File: src/rtl/acc_alu_pkg.sv
package acc_alu_pkg;
  localparam int unsigned DW    = 8;
  localparam int unsigned NIB   = 4;
  localparam int unsigned OPW   = 4;
  localparam int unsigned FLG_Z = 7;
  localparam int unsigned FLG_N = 6;
  localparam int unsigned FLG_H = 5;
  localparam int unsigned FLG_C = 4;

  typedef enum logic [OPW-1:0] {
    OP_ADD  = 4'd0,
    OP_ADC  = 4'd1,
    OP_SUB  = 4'd2,
    OP_SBC  = 4'd3,
    OP_CMP  = 4'd4,
    OP_AND  = 4'd5,
    OP_OR   = 4'd6,
    OP_XOR  = 4'd7,
    OP_INC  = 4'd8,
    OP_DEC  = 4'd9,
    OP_CPL  = 4'd10,
    OP_SCF  = 4'd11,
    OP_CCF  = 4'd12,
    OP_RS13 = 4'd13,
    OP_RS14 = 4'd14,
    OP_RS15 = 4'd15
  } op_e;

  typedef enum logic [1:0] {
    LG_AND = 2'd0,
    LG_OR  = 2'd1,
    LG_XOR = 2'd2
  } lg_e;

  function automatic logic [DW-1:0] pack_flags(input logic z, input logic n,
                                               input logic h, input logic c);
    logic [DW-1:0] f;
    f        = '0;
    f[FLG_Z] = z;
    f[FLG_N] = n;
    f[FLG_H] = h;
    f[FLG_C] = c;
    return f;
  endfunction
endpackage

File: src/rtl/alu_addsub.sv
module alu_addsub #(
  parameter int unsigned W   = 8,
  parameter int unsigned NB  = 4
) (
  input  logic         sub,
  input  logic         cin,
  input  logic [W-1:0] a,
  input  logic [W-1:0] b,
  output logic [W-1:0] res,
  output logic         cy_out,
  output logic         hc_out
);
  localparam int unsigned WX = W + 1;
  localparam int unsigned NX = NB + 1;

  // Full-width sum or difference; the top bit is carry or borrow.
  function automatic logic [WX-1:0] wide_op(input logic s, input logic [W-1:0] x,
                                            input logic [W-1:0] y, input logic ci);
    if (s) return {1'b0, x} - {1'b0, y} - WX'(ci);
    else   return {1'b0, x} + {1'b0, y} + WX'(ci);
  endfunction

  // Low-nibble sum or difference; the top bit is half carry or half borrow.
  function automatic logic [NX-1:0] nib_op(input logic s, input logic [NB-1:0] x,
                                           input logic [NB-1:0] y, input logic ci);
    if (s) return {1'b0, x} - {1'b0, y} - NX'(ci);
    else   return {1'b0, x} + {1'b0, y} + NX'(ci);
  endfunction

  logic [WX-1:0] full_w;
  logic [NX-1:0] low_w;

  always_comb begin
    full_w = wide_op(sub, a, b, cin);
    low_w  = nib_op(sub, a[NB-1:0], b[NB-1:0], cin);
  end

  assign res    = full_w[W-1:0];
  assign cy_out = full_w[W];
  assign hc_out = low_w[NB];
endmodule

File: src/rtl/alu_logic.sv
module alu_logic #(
  parameter int unsigned W = 8
) (
  input  acc_alu_pkg::lg_e sel,
  input  logic [W-1:0]     a,
  input  logic [W-1:0]     b,
  output logic [W-1:0]     res
);
  import acc_alu_pkg::*;

  always_comb begin
    case (sel)
      LG_OR:   res = a | b;
      LG_XOR:  res = a ^ b;
      default: res = a & b;
    endcase
  end
endmodule

File: src/rtl/alu_incdec.sv
module alu_incdec #(
  parameter int unsigned W  = 8,
  parameter int unsigned NB = 4
) (
  input  logic         dec,
  input  logic [W-1:0] a,
  output logic [W-1:0] res,
  output logic         hc_out
);
  function automatic logic nib_edge(input logic d, input logic [NB-1:0] x);
    // Increment wraps at all ones; decrement borrows at all zeros.
    if (d) return x == '0;
    else   return x == '1;
  endfunction

  assign res    = dec ? a - W'(1) : a + W'(1);
  assign hc_out = nib_edge(dec, a[NB-1:0]);
endmodule

File: src/rtl/alu_flag_reg.sv
module alu_flag_reg #(
  parameter int unsigned W  = 8,
  parameter int unsigned LO = 4
) (
  input  logic         clk,
  input  logic         rst_n,
  input  logic         load,
  input  logic [W-1:0] nxt,
  output logic [W-1:0] q
);
  always_ff @(posedge clk or negedge rst_n) begin
    if (!rst_n)    q <= '0;
    else if (load) q <= {nxt[W-1:LO], {LO{1'b0}}};
  end

  p_low_nibble_r1: assert property (@(posedge clk) disable iff (!rst_n)
    q[LO-1:0] == '0);

  p_hold_idle_r10: assert property (@(posedge clk) disable iff (!rst_n)
    !load |=> $stable(q));
endmodule

File: src/rtl/acc_alu.sv
module acc_alu
  import acc_alu_pkg::*;
(
  input  logic         clk,
  input  logic         rst_n,
  input  logic         op_valid,
  input  logic [3:0]   op_sel,
  input  logic [7:0]   acc_i,
  input  logic [7:0]   opnd_i,
  output logic [7:0]   res_o,
  output logic         acc_we_o,
  output logic [7:0]   flg_nxt_o,
  output logic [7:0]   flg_q_o
);
  op_e           op;
  logic          as_sub, as_cin;
  logic [DW-1:0] as_res, lg_res, id_res;
  logic          as_cy, as_hc, id_hc;
  lg_e           lg_sel;
  logic          is_dec;
  logic          writes;
  logic          res_zero;
  logic          st_z, st_c;
  logic [DW-1:0] flg_q;

  assign op    = op_e'(op_sel);
  assign st_z  = flg_q[FLG_Z];
  assign st_c  = flg_q[FLG_C];

  // Operand path steering
  assign as_sub = (op == OP_SUB) || (op == OP_SBC) || (op == OP_CMP);
  assign as_cin = ((op == OP_ADC) || (op == OP_SBC)) && st_c;
  assign is_dec = (op == OP_DEC);

  always_comb begin
    case (op)
      OP_OR:   lg_sel = LG_OR;
      OP_XOR:  lg_sel = LG_XOR;
      default: lg_sel = LG_AND;
    endcase
  end

  alu_addsub #(.W(DW), .NB(NIB)) u_addsub (
    .sub(as_sub), .cin(as_cin), .a(acc_i), .b(opnd_i),
    .res(as_res), .cy_out(as_cy), .hc_out(as_hc)
  );

  alu_logic #(.W(DW)) u_logic (
    .sel(lg_sel), .a(acc_i), .b(opnd_i), .res(lg_res)
  );

  alu_incdec #(.W(DW), .NB(NIB)) u_incdec (
    .dec(is_dec), .a(acc_i), .res(id_res), .hc_out(id_hc)
  );

  // Result selection and flag rules per family
  always_comb begin
    res_o     = acc_i;
    writes    = 1'b0;
    flg_nxt_o = flg_q;
    case (op)
      OP_ADD, OP_ADC: begin
        res_o     = as_res;
        writes    = 1'b1;
        flg_nxt_o = pack_flags(as_res == '0, 1'b0, as_hc, as_cy);
      end
      OP_SUB, OP_SBC, OP_CMP: begin
        res_o     = as_res;
        writes    = (op != OP_CMP);
        flg_nxt_o = pack_flags(as_res == '0, 1'b1, as_hc, as_cy);
      end
      OP_AND: begin
        res_o     = lg_res;
        writes    = 1'b1;
        flg_nxt_o = pack_flags(lg_res == '0, 1'b0, 1'b1, 1'b0);
      end
      OP_OR, OP_XOR: begin
        res_o     = lg_res;
        writes    = 1'b1;
        flg_nxt_o = pack_flags(lg_res == '0, 1'b0, 1'b0, 1'b0);
      end
      OP_INC, OP_DEC: begin
        res_o     = id_res;
        writes    = 1'b1;
        flg_nxt_o = pack_flags(id_res == '0, is_dec, id_hc, st_c);
      end
      OP_CPL: begin
        res_o     = ~acc_i;
        writes    = 1'b1;
        flg_nxt_o = pack_flags(st_z, 1'b1, 1'b1, st_c);
      end
      OP_SCF: flg_nxt_o = pack_flags(st_z, 1'b0, 1'b0, 1'b1);
      OP_CCF: flg_nxt_o = pack_flags(st_z, 1'b0, 1'b0, !st_c);
      default: ;
    endcase
  end

  assign res_zero = (res_o == '0);
  assign acc_we_o = op_valid && writes;

  alu_flag_reg #(.W(DW), .LO(FLG_C)) u_flags (
    .clk(clk), .rst_n(rst_n), .load(op_valid), .nxt(flg_nxt_o), .q(flg_q)
  );

  assign flg_q_o = flg_q;

  // Assertions next to the decode they guard
  p_cmp_nowrite_r5: assert property (@(posedge clk) disable iff (!rst_n)
    (op_valid && op == OP_CMP) |-> !acc_we_o);

  p_add_n_clear_r3: assert property (@(posedge clk) disable iff (!rst_n)
    (op_valid && (op == OP_ADD || op == OP_ADC)) |=> !flg_q_o[FLG_N]);

  p_add_zero_r3: assert property (@(posedge clk) disable iff (!rst_n)
    (op_valid && (op == OP_ADD || op == OP_ADC) && res_zero) |=> flg_q_o[FLG_Z]);

  p_sub_n_set_r4: assert property (@(posedge clk) disable iff (!rst_n)
    (op_valid && as_sub) |=> flg_q_o[FLG_N]);

  p_and_flags_r6: assert property (@(posedge clk) disable iff (!rst_n)
    (op_valid && op == OP_AND) |=> (flg_q_o[FLG_N:FLG_C] == 3'b010));

  p_orx_flags_r6: assert property (@(posedge clk) disable iff (!rst_n)
    (op_valid && (op == OP_OR || op == OP_XOR)) |=> (flg_q_o[FLG_N:FLG_C] == 3'b000));

  p_incdec_keep_c_r7: assert property (@(posedge clk) disable iff (!rst_n)
    (op_valid && (op == OP_INC || op == OP_DEC)) |=> (flg_q_o[FLG_C] == $past(flg_q_o[FLG_C])));

  p_cpl_flags_r8: assert property (@(posedge clk) disable iff (!rst_n)
    (op_valid && op == OP_CPL) |=> (flg_q_o[FLG_N] && flg_q_o[FLG_H] &&
      flg_q_o[FLG_Z] == $past(flg_q_o[FLG_Z]) && flg_q_o[FLG_C] == $past(flg_q_o[FLG_C])));

  p_scf_set_r9: assert property (@(posedge clk) disable iff (!rst_n)
    (op_valid && op == OP_SCF) |=> (flg_q_o[FLG_N:FLG_C] == 3'b001 &&
      flg_q_o[FLG_Z] == $past(flg_q_o[FLG_Z])));

  p_ccf_flip_r9: assert property (@(posedge clk) disable iff (!rst_n)
    (op_valid && op == OP_CCF) |=> (flg_q_o[FLG_C] != $past(flg_q_o[FLG_C]) &&
      !flg_q_o[FLG_N] && !flg_q_o[FLG_H]));

  p_reserved_hold_r10: assert property (@(posedge clk) disable iff (!rst_n)
    (op_valid && op_sel >= 4'd13) |=> $stable(flg_q_o));

  p_reserved_nowrite_r11: assert property (@(posedge clk) disable iff (!rst_n)
    (op_sel >= 4'd11) |-> !acc_we_o);
endmodule

File: config.mk
export PLATFORM = sky130hd
export DESIGN_NAME = acc_alu
export DESIGN_NICKNAME = d
export VERILOG_FILES = /design/src/rtl/acc_alu_pkg.sv /design/src/rtl/alu_addsub.sv /design/src/rtl/alu_logic.sv /design/src/rtl/alu_incdec.sv /design/src/rtl/alu_flag_reg.sv /design/src/rtl/acc_alu.sv
export SDC_FILE = /design/constraint.sdc
export NUM_CORES = 1
export LEC_CHECK = 0
export BUFFER_PORTS_ARGS = -buffer_cell sky130_fd_sc_hd__buf_2
export CAP_MARGIN = 20
export CORE_AREA = 2 2 88 56
export DETAILED_ROUTE_END_ITERATION = 8
export DIE_AREA = 0 0 90 58
export GPL_TIMING_DRIVEN = 0
export PLACE_DENSITY = 0.85
export SKIP_LAST_GASP = 1
export SYNTH_ARGS = -nofsm -noshare
export SYNTH_HDL_FRONTEND = slang
export SYNTH_SLANG_ARGS = --single-unit
File: constraint.sdc
create_clock -name clk -period 7.53 [get_ports clk]
set_clock_uncertainty 0.2 [all_clocks]
set_input_delay 0.753 -clock clk [delete_from_list [all_inputs] [get_ports clk]]
set_output_delay 0.753 -clock clk [all_outputs]
set_load 0.03 [all_outputs]
==> impl_metrics.ini, run 1 <==
[job]
maxCapViolations = 0

[critical_path]
crit_slowest_cell = fa_1
r2r_cells = 11
r2r-end = u_flags.q[4]
cp-end-kind = primary output
ff2ff_setup_slack_ns = 4.12
cp_max_fo = 10
cp.arrival_ns = 3.95
worstPathRequired_ns = 6.58
path_cells = buf_2 > buf_6 > nand2b_1 > or3_1 > inv_1 > fa_1 > inv_1 > ha_1 > o21ai_1 > a311oi_1 > a31oi_1 > mux2i_1 > nor3_1 > a221oi_1 > a21oi_1 > buf_2
timing.rr.start = u_flags.q[4]
crit_path_start_kind = input pin
critPathKind = in2out
critical_path.max_stage_delay_ns = 0.44

[timing]
setup_viol = 0
setup_tns_ns = 0
finalWorstSetupSlack_ns = 2.63
min_period_ns = 4.90
rsz0062_at_grt = no
fmax_ghz = 0.204
worst_pin_slew_ns = 0.771
finalHoldViolations = 0
drv_slew = 0
slew_headroom_pct = 48.5
fin_crit_sh_pct = 65.1

[cts]
hold_buffers = 0
cts_buffer_depth = 2
htreeDepth = 1
post-cts-setup-buffers = 0
tritoncts = done
insertion_delay_ns = 0.22
clk_pin_slew_ns = 0.04
cts_made_buffers = 3
cts_sinks = 4
cts_resized = 0
clockRootBuffer = clkbuf_8

[cells_and_area]
area_growth_pct = 13.3
layout-drive-gt1-share_pct = 18.7
largestRegisters = u_flags.q: 4 flops
n_antenna_cell = 0
nets = 456
largest_reg_flops = 4
top_register = u_flags.q

[route]
wl_um = 7100
dr.pass1.iters = 6
ant_nets = 0
vias = 2700
wire_per_inst_um = 15.8
detail_route.drc_violations = 0
viasPerCell = 6.01
drtIter0Drc = 351

[floorplanning]
die_height_um = 58
core_area_mm2 = 0.00442
dieArea_mm2 = 0.00522
ios = 48
die_w_um = 90
start_util_pct = 55.5
core.rowCount = 19

[run_status]
status = complete, no violations

[place]
dpl.hpwl_um = 5690
dp_slack_ns = 2.72
routabilityCongestion = 0.962
numPortBuffers = 36

[pwr]
power_density_mw_per_mm2 = 114
clockPowerShare_pct = 14.8
p_sw_share_pct = 53.5
seq_power_share_pct = 8.9
power_leakage_nw = 1.36
internal-power_mw = 0.148
ir_drop_v = 0.0000651
p_comb_share_pct = 76.3
p_sw_mw = 0.170

[global_route]
grt_usage_pct = 25.5
grt_pass1_wl_um = 10900
grt_pass1_vias = 2272
antenna_found_initial = 0
overflow = 0
grt_max_degree = 11

[synth]
postSynth.asyncResetShare_pct = 100
yosys_warnings = 0
synth_cell_types = 61
synth-edff-count = 0
synth_seq_area_share_pct = 4.08
syn-instance-count = 340
avgSynthCellArea_um2 = 7.22
ys.flop_type = dfrtp_1
syn-cell-area_mm2 = 0.00246
synth-seq-cells = 4

[hold_path]
hold_path_class = in2async
metal layers:
metal  track usage (%)  part of all wire [%]
met5                 0                     0
met3              4.16                    13
met2              37.4                    39
met4              5.49                   2.3
met1              39.3                    45
synth_stat cells (all sizes together) (5+ instances only):
cell | instances | area (um^2)
buf | 17 | 123
ha | 40 | 500
a221oi | 9 | 78.8
a31oi | 12 | 75.1
a21o | 5 | 37.5
xor2 | 7 | 61.3
nor3 | 11 | 55.1
o21ai | 22 | 114
inv | 34 | 128
xnor2 | 7 | 87.6
nor2 | 32 | 123
a21oi | 25 | 129
fa | 5 | 100
nand3 | 8 | 40.0
o21a | 6 | 45.0
nand2b | 15 | 93.8
nand2 | 23 | 86.3
per-stage QoR:
| stage | total power [mW] | hold WS (ns) | cells | utilization [%] | instance area, um^2 |
|---|---|---|---|---|---|
| 2_1_floorplan | 0.203 | 0.257 | 347 | - | 2480 |
| 3_3_place_gp | 0.257 | 0.316 | 446 | 62.0 | 2740 |
| 3_5_place_dp | 0.262 | 0.344 | 446 | 62.0 | 2740 |
| 4_1_cts | 0.310 | 0.137 | 449 | 62.9 | 2780 |
| 5_1_grt | 0.336 | 0.136 | 449 | 62.9 | 2780 |
| 6_report | 0.318 | 0.131 | 449 | 62.9 | 2780 |
critical path, delay by kind of cell:
kind / cells / cell delay [ns]
adder cells (fa/ha/maj): 2 / 0.59
multiplexers: 1 / 0.14
buffers and inverters: 5 / 0.68
AO/OA/AOI/OAI: 5 / 0.93
AND/OR/NAND/NOR: 3 / 0.85
layout make-up:
cell class                      count  area [um^2]
Multi-Input combinational cell    289         2120
Sequential cell                     4          100
Tap cell                           63         78.8
Timing Repair Buffer               36          180
Fill cell                         453         1640
Buffer                             20          134
Inverter                           34          128
Clock buffer                        3         41.3
cell usage in the layout (no fill, tap or decap), types with 3 or more instances in the layout:
cell,count
nor2b_1,4
or3_1,3
a31oi_1,12
a21oi_1,24
buf_4,10
o21ai_1,5
clkbuf_8,3
a21o_1,5
nand2b_1,15
nor3_1,11
inv_1,34
nand3_1,8
xnor2_1,5
o22ai_1,3
conb_1,8
nor2_1,31
fa_1,5
o21ai_0,16
a221oi_1,9
o21a_1,6
clkbuf_1,3
mux2i_1,3
dfrtp_1,4
xor2_1,7
ha_1,40
buf_2,41
nand2_1,23
worst max path at each step:
stage | from | to | slack, ns | cells after the start
after floorplan | op_sel[2] | flg_nxt_o[4] | 2.97 | 12
after global placement | op_sel[3] | res_o[7] | 2.73 | 16
after detailed placement | op_sel[3] | flg_nxt_o[4] | 2.72 | 14
after CTS | op_sel[3] | flg_nxt_o[4] | 2.71 | 14
after global routing | op_sel[3] | res_o[7] | 2.46 | 16
final | op_sel[3] | res_o[7] | 2.63 | 16
power by group through the flow:
stage,Sequential (mW),Clock [mW],Combinational (mW)
detailed placement,0.0285,0,0.234
floorplan,0.0357,0,0.167
global placement,0.0281,0,0.229
finish,0.0282,0.0471,0.243
global route,0.0289,0.0477,0.260
CTS,0.0282,0.0462,0.236
kinds of logic (layout without fill, tap and decap cells):
group	after synthesis	in the layout	synth area share (%)
muxes	5	5	2.14
DFF	4	4	4.08
xor gates and xnor gates	14	14	6.06
buffers and inverters	54	93	10.6
adders and majority gates	45	45	24.5
AOI/OAI and AO/OA	101	101	27.7
other	1	8	0.153
and+or+nand+nor	116	116	24.8
No activity file was read; power rests on OpenSTA's default activity.
==> run 2, diff against run 1 <==
--- a/config.mk
+++ b/config.mk
@@ -7,11 +7,11 @@
 export LEC_CHECK = 0
 export BUFFER_PORTS_ARGS = -buffer_cell sky130_fd_sc_hd__buf_2
 export CAP_MARGIN = 20
-export CORE_AREA = 2 2 88 56
+export CORE_AREA = 2 2 92 59
 export DETAILED_ROUTE_END_ITERATION = 8
-export DIE_AREA = 0 0 90 58
+export DIE_AREA = 0 0 94 61
 export GPL_TIMING_DRIVEN = 0
-export PLACE_DENSITY = 0.85
+export PLACE_DENSITY = 0.81
 export SKIP_LAST_GASP = 1
 export SYNTH_ARGS = -nofsm -noshare
 export SYNTH_HDL_FRONTEND = slang
==> constraint.sdc (replaced) <==
create_clock -name clk -period 4.3 [get_ports clk]
set_clock_uncertainty 0.2 [all_clocks]
set_input_delay 0.43 -clock clk [delete_from_list [all_inputs] [get_ports clk]]
set_output_delay 0.43 -clock clk [all_outputs]
set_load 0.03 [all_outputs]
==> run 2 against run 1 <==
Net effect:
- cell count increased by 0.89%
- sequential share of layout area decreased by 0.053 points
- cell area increased by 1.5%
- first-iteration DRC count decreased by 16%
- non-clock buffer count increased by 1
- combinational power increased by 76%
- die area increased by 9.8%
- sequential power increased by 76%
- largest cell class unchanged
- highest routed layer unchanged
==> impl_metrics.ini, run 2 (synthesized netlist as in run 1, its figures left out) <==
[cts]
cts_buffer_depth = 2
clk_pin_slew_ns = 0.03
cts_made_buffers = 3
htreeDepth = 1
post-cts-setup-buffers = 0
clockRootBuffer = clkbuf_8
insertion_delay_ns = 0.22
tritoncts = done
cts_sinks = 4

[critical_path]
r2r-end = u_flags.q[5]
cp-end-kind = primary output
critPathKind = in2out
worstPathRequired_ns = 3.67
critical_path.max_stage_delay_ns = 0.44
timing.rr.start = u_flags.q[4]
path_cells = buf_2 > buf_6 > nand2b_1 > or3_1 > inv_1 > fa_1 > ha_1 > o21ai_1 > a311oi_2 > a31oi_1 > mux2i_1 > nor3_2 > a221oi_1 > a21oi_1 > buf_2
crit_path_frequent_cell = buf_2
ff2ff_setup_slack_ns = 0.99
crit_slowest_cell = fa_1
cp_max_fo = 10
crit_path_start_kind = input pin
cp.arrival_ns = 3.51
r2r_cells = 10

[pwr]
ir_drop_v = 0.0000923
power_density_mw_per_mm2 = 197
finalPower_mw = 0.557
power_leakage_nw = 1.37

[global_route]
grt.met1_usage_pct = 38.1
grt_pass1_vias = 2312
met3_usage_pct = 3.48
top_usage_layer = met2
grtUsageMet2_pct = 38.3
grt_pass1_wl_um = 11200
overflow = 0
antenna_found_initial = 0
grt_usage_pct = 24.9
grt_max_degree = 11

[cells_and_area]
final_common_cell = buf_2
layout-drive-gt1-share_pct = 19.9
largestRegisters = u_flags.q: 4 flops
n_antenna_cell = 0
layout_common_cells = 41 x buf_2, 40 x ha_1, 34 x inv_1, 31 x nor2_1, 24 x a21oi_1
area_growth_pct = 15.0
largest_reg_flops = 4
top_register = u_flags.q
nets = 457

[floorplanning]
dieArea_mm2 = 0.00573
start_util_pct = 50.3
die_w_um = 94
core_area_mm2 = 0.00488
core.rowCount = 20
die_height_um = 61
ios = 48

[hold_path]
min_path_cells = 2
hold_path_class = in2reg
whs_endpoint = u_flags.q[4]
min_from = op_valid

[route]
vias = 2634
dr.pass1.iters = 5
drtIter0Drc = 294
viasPerCell = 5.81
wl_um = 7050
ant_nets = 0
detail_route.drc_violations = 0
wire_per_inst_um = 15.6

[run_status]
status = complete, no violations

[timing]
drv_slew = 0
fin_crit_sh_pct = 96.2
finalHoldViolations = 0
slew_headroom_pct = 48.2
setup_viol = 0
rsz0062_at_grt = no
fmax_ghz = 0.242
setup_tns_ns = 0
worst_pin_slew_ns = 0.775
min_period_ns = 4.14
finalWorstSetupSlack_ns = 0.162

[place]
dp_slack_ns = 0.117
numPortBuffers = 36
dpl.hpwl_um = 5760
routabilityCongestion = 0.958

[job]
maxCapViolations = 0
-- run 2: cell types whose count changed in the layout (fill, tap and decap cells not counted), sizes merged --
cell         change
dlygate4sd3      +1
-- run 2: routing by layer --
layer  up-vias  routed length [um]
li1       1286                   -
met1      1213                3380
met2       133                2970
met3         2                 691
met4         0                  13
met5         -                   0
-- run 2: power breakdown --
part / switching, mW / internal [mW] / leakage (nW)
Combinational: 0.271 / 0.158 / 1.30
Sequential: 0.00511 / 0.0446 / 0.0476
Clock: 0.0193 / 0.0597 / 0.0216
Total: 0.295 / 0.262 / 1.37
-- run 2: worst max-delay path, delay by kind of cell --
family,cells,cell delay [ns]
AND/OR/NAND/NOR,3,0.62
buffers and inverters,4,0.55
adder cells (fa/ha/maj),2,0.65
multiplexers,1,0.26
AO/OA/AOI/OAI,5,0.99
-- run 2: final cells by class --
class	count	area, um^2
fill	451	2060
tap	66	82.6
sequential	4	100
clock buffer	3	41.3
multi-input combinational	289	2150
inverter	34	128
timing repair buffer	37	190
buffer	20	134
-- run 2: what timing repair did --
action / in CTS / in global routing
hold buffers: 1 / 0
setup endpoints to repair: 0 / 3
gates resized for setup: 0 / 5
hold endpoints to repair: 4 / 0
-- run 2: worst max-delay path by stage --
stage	start	to	cells after the start
after floorplan	op_sel[2]	flg_nxt_o[4]	12
after global placement	op_sel[3]	res_o[7]	16
after detailed placement	op_sel[3]	res_o[7]	16
after CTS	op_sel[3]	res_o[7]	16
after global routing	op_sel[3]	res_o[7]	16
final	op_sel[3]	res_o[7]	15
-- run 2: metrics by stage --
| stage | instances | hold WS [ns] | utilization, % | area, um^2 |
|---|---|---|---|---|
| after global placement | 449 | 0.0385 | 56.3 | 2750 |
| final | 453 | 0.256 | 57.9 | 2820 |
| after CTS | 453 | 0.250 | 57.3 | 2800 |
| after detailed placement | 449 | 0.0443 | 56.3 | 2750 |
| after global routing | 453 | 0.266 | 57.9 | 2820 |
| after floorplan | 347 | -0.0656 | - | 2480 |
